$ cat src/rtl/shadow_loader_pkg.sv
package shadow_loader_pkg;
  localparam int NUM_REGS = 4;
  localparam int SEL_W    = $clog2(NUM_REGS);
  localparam int STEP_W   = $clog2(NUM_REGS + 1);
  localparam int SEC_W    = 3;

  localparam int IDX_CTL  = 0;
  localparam int IDX_TRIM = 1;
  localparam int IDX_CAL  = 2;
  localparam int IDX_PORT = 3;

  typedef struct packed {
    logic [NUM_REGS-1:0] loadSel;
    logic                nvWe;
    logic                trimWe;
  } shadow_stb_t;

  // Sequence slot in which register idx is copied: last register first, then 0,1,2...
  function automatic int loadSlot(int idx);
    return (idx == NUM_REGS - 1) ? 0 : idx + 1;
  endfunction
endpackage

$ cat src/rtl/shadow_load_ctrl.sv
module shadow_load_ctrl
  import shadow_loader_pkg::*;
#(
  parameter int                ADDR_W    = 8,
  parameter logic [ADDR_W-1:0] TRIM_ADDR = 8'hBA
) (
  input  logic              clk,
  input  logic              rstN,
  input  logic              progMode,
  input  logic              nvWrEn,
  input  logic              secClear,
  input  logic              busWrEn,
  input  logic [ADDR_W-1:0] busAddr,
  output shadow_stb_t       stb,
  output logic              loadDone
);
  logic [STEP_W-1:0]   stepQ;
  logic                doneQ;
  logic [NUM_REGS-1:0] loadSel;

  always_ff @(posedge clk or negedge rstN) begin
    if (!rstN) begin
      stepQ <= '0;
      doneQ <= 1'b0;
    end else if (!doneQ) begin
      stepQ <= stepQ + STEP_W'(1);
      if (stepQ == STEP_W'(NUM_REGS - 1)) doneQ <= 1'b1;
    end
  end

  for (genvar g = 0; g < NUM_REGS; g++) begin : g_sel
    assign loadSel[g] = !doneQ && (stepQ == STEP_W'(loadSlot(g)));
  end

  always_comb begin
    stb.loadSel = loadSel;
    stb.nvWe    = nvWrEn && progMode && secClear;
    stb.trimWe  = busWrEn && (busAddr == TRIM_ADDR) && doneQ && !progMode;
  end

  assign loadDone = doneQ;
endmodule

$ cat src/rtl/shadow_datapath.sv
module shadow_datapath
  import shadow_loader_pkg::*;
#(
  parameter int                DATA_W       = 8,
  parameter logic [DATA_W-1:0] FACTORY_TRIM = 8'h5A,
  parameter logic [DATA_W-1:0] FACTORY_CAL  = 8'h93,
  parameter logic [DATA_W-1:0] FACTORY_PORT = 8'h21
) (
  input  logic                             clk,
  input  logic                             porN,
  input  logic                             rstN,
  input  shadow_stb_t                      stb,
  input  logic [SEL_W-1:0]                 nvWrSel,
  input  logic [DATA_W-1:0]                nvWrData,
  input  logic [DATA_W-1:0]                busWrData,
  output logic [NUM_REGS-1:0][DATA_W-1:0]  shadowQ,
  output logic                             secClear
);
  localparam logic [NUM_REGS-1:0][DATA_W-1:0] FACTORY =
    {FACTORY_PORT, FACTORY_CAL, FACTORY_TRIM, {DATA_W{1'b0}}};

  logic [DATA_W-1:0] nvAll [NUM_REGS];

  for (genvar g = 0; g < NUM_REGS; g++) begin : g_cell
    logic [DATA_W-1:0] nvCell;
    logic [DATA_W-1:0] shCell;

    // Stored byte: survives system reset, cleared to factory value at power-on.
    always_ff @(posedge clk or negedge porN) begin
      if (!porN)                                    nvCell <= FACTORY[g];
      else if (stb.nvWe && nvWrSel == SEL_W'(g))    nvCell <= nvWrData;
    end

    if (g == IDX_TRIM) begin : g_trim
      always_ff @(posedge clk or negedge rstN) begin
        if (!rstN)                shCell <= '0;
        else if (stb.loadSel[g])  shCell <= nvCell;
        else if (stb.trimWe)      shCell <= busWrData;
      end
    end else begin : g_fixed
      always_ff @(posedge clk or negedge rstN) begin
        if (!rstN)                shCell <= '0;
        else if (stb.loadSel[g])  shCell <= nvCell;
      end
    end

    assign nvAll[g]   = nvCell;
    assign shadowQ[g] = shCell;
  end

  assign secClear = (nvAll[IDX_CTL][SEC_W-1:0] == '0);
endmodule

$ cat src/rtl/init_shadow_loader.sv
module init_shadow_loader
  import shadow_loader_pkg::*;
#(
  parameter int                DATA_W       = 8,
  parameter int                ADDR_W       = 8,
  parameter logic [ADDR_W-1:0] TRIM_ADDR    = 8'hBA,
  parameter logic [DATA_W-1:0] FACTORY_TRIM = 8'h5A,
  parameter logic [DATA_W-1:0] FACTORY_CAL  = 8'h93,
  parameter logic [DATA_W-1:0] FACTORY_PORT = 8'h21
) (
  input  logic              clk,
  input  logic              porN,
  input  logic              rstN,
  input  logic              progMode,
  input  logic              nvWrEn,
  input  logic [SEL_W-1:0]  nvWrSel,
  input  logic [DATA_W-1:0] nvWrData,
  input  logic              busWrEn,
  input  logic [ADDR_W-1:0] busAddr,
  input  logic [DATA_W-1:0] busWrData,
  output logic [DATA_W-1:0] shadowCtl,
  output logic [DATA_W-1:0] shadowTrim,
  output logic [DATA_W-1:0] shadowCal,
  output logic [DATA_W-1:0] shadowPort,
  output logic              loadDone
);
  shadow_stb_t                     stb;
  logic                            secClear;
  logic [NUM_REGS-1:0][DATA_W-1:0] shadowQ;

  shadow_load_ctrl #(
    .ADDR_W   (ADDR_W),
    .TRIM_ADDR(TRIM_ADDR)
  ) u_ctrl (
    .clk     (clk),
    .rstN    (rstN),
    .progMode(progMode),
    .nvWrEn  (nvWrEn),
    .secClear(secClear),
    .busWrEn (busWrEn),
    .busAddr (busAddr),
    .stb     (stb),
    .loadDone(loadDone)
  );

  shadow_datapath #(
    .DATA_W      (DATA_W),
    .FACTORY_TRIM(FACTORY_TRIM),
    .FACTORY_CAL (FACTORY_CAL),
    .FACTORY_PORT(FACTORY_PORT)
  ) u_dp (
    .clk      (clk),
    .porN     (porN),
    .rstN     (rstN),
    .stb      (stb),
    .nvWrSel  (nvWrSel),
    .nvWrData (nvWrData),
    .busWrData(busWrData),
    .shadowQ  (shadowQ),
    .secClear (secClear)
  );

  assign shadowCtl  = shadowQ[IDX_CTL];
  assign shadowTrim = shadowQ[IDX_TRIM];
  assign shadowCal  = shadowQ[IDX_CAL];
  assign shadowPort = shadowQ[IDX_PORT];
endmodule

$ cat config.mk
export PLATFORM = sky130hd
export DESIGN_NAME = init_shadow_loader
export DESIGN_NICKNAME = d
export VERILOG_FILES = /design/src/rtl/shadow_loader_pkg.sv /design/src/rtl/shadow_load_ctrl.sv /design/src/rtl/shadow_datapath.sv /design/src/rtl/init_shadow_loader.sv
export SDC_FILE = /design/constraint.sdc
export NUM_CORES = 1
export LEC_CHECK = 0
export BUFFER_PORTS_ARGS = -buffer_cell sky130_fd_sc_hd__buf_2
export CAP_MARGIN = 25
export CORE_MARGIN = 4
export CORE_UTILIZATION = 25
export DETAILED_ROUTE_END_ITERATION = 6
export SETUP_SLACK_MARGIN = 0.2
export SLEW_MARGIN = 20
export SYNTH_ARGS = -nofsm -noshare
export SYNTH_HDL_FRONTEND = slang
export SYNTH_SLANG_ARGS = --single-unit
$ cat constraint.sdc
create_clock -name clk -period 5.6 [get_ports clk]
set_input_delay 1.12 -clock clk [delete_from_list [all_inputs] [get_ports clk]]
set_output_delay 1.12 -clock clk [all_outputs]
set_load 0.01 [all_outputs]
Yosys cells after proc, flatten, opt, wreduce, memory -nomap -nowiden
Index checks and enable logic that the tools add are counted.

Flip-flop bits (word level): 68. Bits in latches: 0. Memory bits (writable): 0. Bits in read-only memories: 0. Bits of input ports: 32. Output and inout bits: 33. Word-level logic and storage cells: 41. Memories kept: 0.

Add/subtract/negate cells: 1. $mul: 0. Div/mod/pow operators: 0. Magnitude comparators: 0. Equality and inequality tests: 7. Shift operators: 0. Multiplexer cells: 4. Bitwise gates (word level): 0. Reduce and logical (&&, ||, !) cells: 19.

Operator list (count): 2-to-1 mux 8 bit (2); logical AND 1 bit (13); equality test 8 bit, second input constant (1); equality test 3 x 2 -> 1 bit, second input constant (2); logical NOT 3 bit (2); equality test 2 bit, second input constant (2); adder 3 x 1 -> 3 bit, second input constant (1); equality test 3 x 1 -> 1 bit, second input constant (1); equality test 2 x 1 -> 1 bit, second input constant (1); logical NOT 1 bit (2); logical NOT 2 bit (1); 2-to-1 mux 1 bit (2); nonzero test 2 bit (1).

Longest topological paths before layout
Depth in word-level cells: 6. Mapped depth: 6. Depth with buffers taken out: 5.

Cells and area by module
Synthesis repeated with hierarchy kept, for this count alone.

Cell total of the unflattened synthesis: 182. Area total of the unflattened synthesis: 2756.4 um2.

By module, submodules not included: shadow_datapath (times used 1, cells each 154, area each 2471.1 um2, seq. area each 1614.0 um2); shadow_load_ctrl (times used 1, cells each 28, area each 285.3 um2, seq. area each 100.1 um2).

Least setup slack after synthesis
No wires, ideal clock.

Path type: input-to-reg. Start point: input port busAddr[2]. End point: register u_dp.g_cell[1].shCell[0]. Library setup time: 0.125 ns. Arrival: 2.246 ns. Required time: 5.475 ns. Slack: 3.228 ns. Stages on the path: 4. Path buffers: 1. Path through: nand4bb_1 or4_1 buf_6 mux2_4.

Cells in the longest elaborated chain, start to end: 5.

Ends and longest elaborated chain: start, declared (RTL line init_shadow_loader.sv:19) `input logic [ADDR_W-1:0] busAddr,`; equality test 8 bit (RTL line shadow_load_ctrl.sv:38) `stb.trimWe = busWrEn && (busAddr == TRIM_ADDR) && doneQ && !progMode;`; logical AND 1 bit (3 in series) (RTL line shadow_load_ctrl.sv:38); nonzero test 2 bit (no source line); end signal, assigned (RTL line shadow_datapath.sv:37) `else if (stb.loadSel[g]) shCell <= nvCell;`; end signal, assigned (RTL line shadow_datapath.sv:38) `else if (stb.trimWe) shCell <= busWrData;`; end, declared (RTL line shadow_datapath.sv:26) `logic [DATA_W-1:0] shCell;`.

No other way between the ends. A chain may end at the register's enable or synchronous reset.

Final worst setup path
Start point: input port busAddr[2]. End point: register u_dp.g_cell[1].shCell[5].

Same word-level chain as after synthesis.

==> run summary <==
Initial antenna violation count - 0
Routed vias/inst - 4.216
DR WL/cell - 16.24 microns
Comb pwr share - 0.095
Placer congestion estimate - 0.7203
First-pass GRT wire length - 10140 microns
CP max FO - 8
Max-slew violation total from the final report - 0
Total setup buffers inserted after CTS - 0
Num ports - 65
Drt first pass iters - 4
Clock Sinks - 68
Final setup violation count - 0
Nets - 280
DIE AREA - 13040 sq um
Gr ovfl total - 0
CTS tree - built
GRT Util Overall - 0.1037
Clock power frac - 0.449
Worst Path Arrival - 2.56 ns
Commonest non-fill, non-tap cell in the layout - buf_2
# rows - 38
Multi-input logic area - 1055 sq um
Final ANT Viol Nets - 0
Die Width - 114.2 microns
P_leak - 0.001819 uW
Max-cap violations - 0
HPWL Detailed - 4525 microns
Diodes inserted - 0
Synthesis-stage register bit count - 68
Clk slew on worst S/H paths - 0.05 ns
Htree depth - 3
Startpoint types - input port
Crit path time final - 2.358 ns
Fin Setup TNS - 0 ns
Commonest cells after routing, fill and taps aside - buf_2, mux2_2, dfrtp_1
Initial Util - 0.2579
Mapped cell area - 2820 sq um
Vias - 1636
Worst-margin pin slew - 0.8755 ns
Worst hold slack - 0.4928 ns
Final WL - 6300 microns
Clk_lat worst skew - 0.32 ns
Final Skew - 0.006055 ns
Pwr dens - 384.6 nW/um^2
RSZ-0062 raised after global routing - no
Share of cells above drive strength 1 - 0.6653
Avg Synthesized Cell Area - 16.30 sq um
Status - finished clean
Required time of the critical path - 5.80 ns
Setup crit end kind - flip-flop
Switch share - 0.2123
Internal Power - 1097 uW
Vias in the first global route - 1849
Die Y - 114.2 microns
Leading area contributor after synthesis - dfrtp_1
Num CTS Buffers - 9
Top cell type's share of synthesized area - 0.5146
Psw - 295.7 uW
Dominant cells by area after synthesis - dfrtp_1, mux2_2, dfstp_2
Synthesized Nets - 210
Maximum clock frequency - 424.0 MHz
Sequential share of power - 0.456
DRT iter0 DRCs - 59
Storage element area - 1714 sq um
Largest net degree at the start of global routing - 37
Post-CTS Resized - 0
Final Cycle Share - 0.4211
Sequential fraction of the synthesis area - 0.6078
Number of synthesis warnings - 0
Fill cells - 1113
Max IR drop VDD - 0.1719 mV
Slew HR - 0.4163
Final Hold Fails - 0
Max Buffers Root-to-Sink - 2
Hold Buf Count CTS - 0
Synth unique cells - 25
Core area - 10940 sq um
HP Class - flip-flop to flip-flop
# port buffers - 64
Synthesized instance count - 173
Root buf cell - clkbuf_16
Area grow syn2layout - 28.39%
Drt drc - 0
Critical Setup Path Class - input port to flip-flop
-- logic make-up after synthesis --
logic type      after synthesis  share of synthesized area
xor+xnor                      1                   0.003106
compound gates                4                   0.009758
flops                        68                     0.6078
simple gates                 16                    0.04881
fa+ha+maj                     5                    0.02218
mux                          70                     0.2902
buf+inv                       9                    0.01819
-- power groups by stage --
stage / logic [uW] / registers [uW] / clock network [uW]
2_1_floorplan: 88.2 / 629 / 0
3_3_place_gp: 131 / 641 / 0
3_5_place_dp: 136 / 644 / 0
4_1_cts: 137 / 636 / 640
5_1_grt: 150 / 646 / 657
6_report: 133 / 634 / 626
-- synthesized netlist by cell type --
cell       instances
a21o_1             3
and2b_2            1
and3b_1            1
buf_2              1
buf_6              2
clkbuf_1           2
clkbuf_2           1
dfrtp_1           58
dfstp_2           10
ha_1               5
inv_1              3
mux2_2            62
mux2_4             8
nand2_1            1
nand3b_1           1
nand4_1            1
nand4b_1           3
nand4bb_1          1
nor2_1             1
nor3b_2            3
nor4bb_1           1
o21ai_0            1
or2_2              1
or4_1              1
xnor2_1            1
-- flip-flops by register name (all words and copies together) (netlist names) --
signal              flops
u_ctrl.stepQ            3
u_ctrl.loadDone         1
u_dp.g_cell.shCell     32
u_dp.g_cell.nvCell     32
-- critical path, cell delays in order --
cell,delay [ns]
buf_2,0.09
nand4bb_1,0.16
or4_1,0.80
mux2_4,0.39
-- final timing paths --
path,from,to,slack (ns),cells past startpoint
worst max-delay path,busAddr[2],u_dp.g_cell[1].shCell[5]$_DFFE_PN0P_,3.24,4
worst min-delay path,u_dp.g_cell[0].nvCell[2]$_DFFE_PN0P_,u_dp.g_cell[0].nvCell[2]$_DFFE_PN0P_,0.49,1
worst max register to register,u_ctrl.stepQ[0]$_DFFE_PN0N_,u_dp.g_cell[1].shCell[5]$_DFFE_PN0P_,3.28,5
worst min register to register,u_dp.g_cell[0].nvCell[2]$_DFFE_PN0P_,u_dp.g_cell[0].nvCell[2]$_DFFE_PN0P_,0.49,1
max in group asynchronous,rstN,u_dp.g_cell[1].shCell[1]$_DFFE_PN0P_,4.13,1
min in group asynchronous,porN,u_dp.g_cell[2].nvCell[3]$_DFFE_PN0P_,0.86,1
-- through the flow --
| stage | power, uW | utilization | instance area [sq um] | std cells | worst slack [ns] |
|---|---|---|---|---|---|
| after floorplan | 716.7 | - | 2820 | 173 | 3.228 |
| final | 1393 | 0.3311 | 3621 | 388 | 3.242 |
| after global routing | 1453 | 0.3311 | 3621 | 388 | 3.152 |
| after global placement | 772.4 | 0.3002 | 3283 | 372 | 2.896 |
| after CTS | 1412 | 0.3311 | 3621 | 388 | 3.224 |
| after detailed placement | 779.9 | 0.3002 | 3283 | 372 | 2.890 |
-- layer usage --
layer | global-route usage | share of wire | vias up
li1 | - | - | 759
met1 | 0.1256 | 0.43 | 826
met2 | 0.1702 | 0.50 | 45
met3 | 0.04493 | 0.064 | 6
met4 | 0.02613 | 0.0087 | 0
met5 | 0 | 0 | -
-- cell type report --
class                   count  share of cell area
inverters                   3            0.003110
multi-input cells          96              0.2913
well taps                 140             0.04838
clock inverters             3             0.01866
flip-flops and latches     68              0.4734
clock buffers              13             0.07464
repair buffers             65             0.09053
Power figures use the tool's default switching activity.
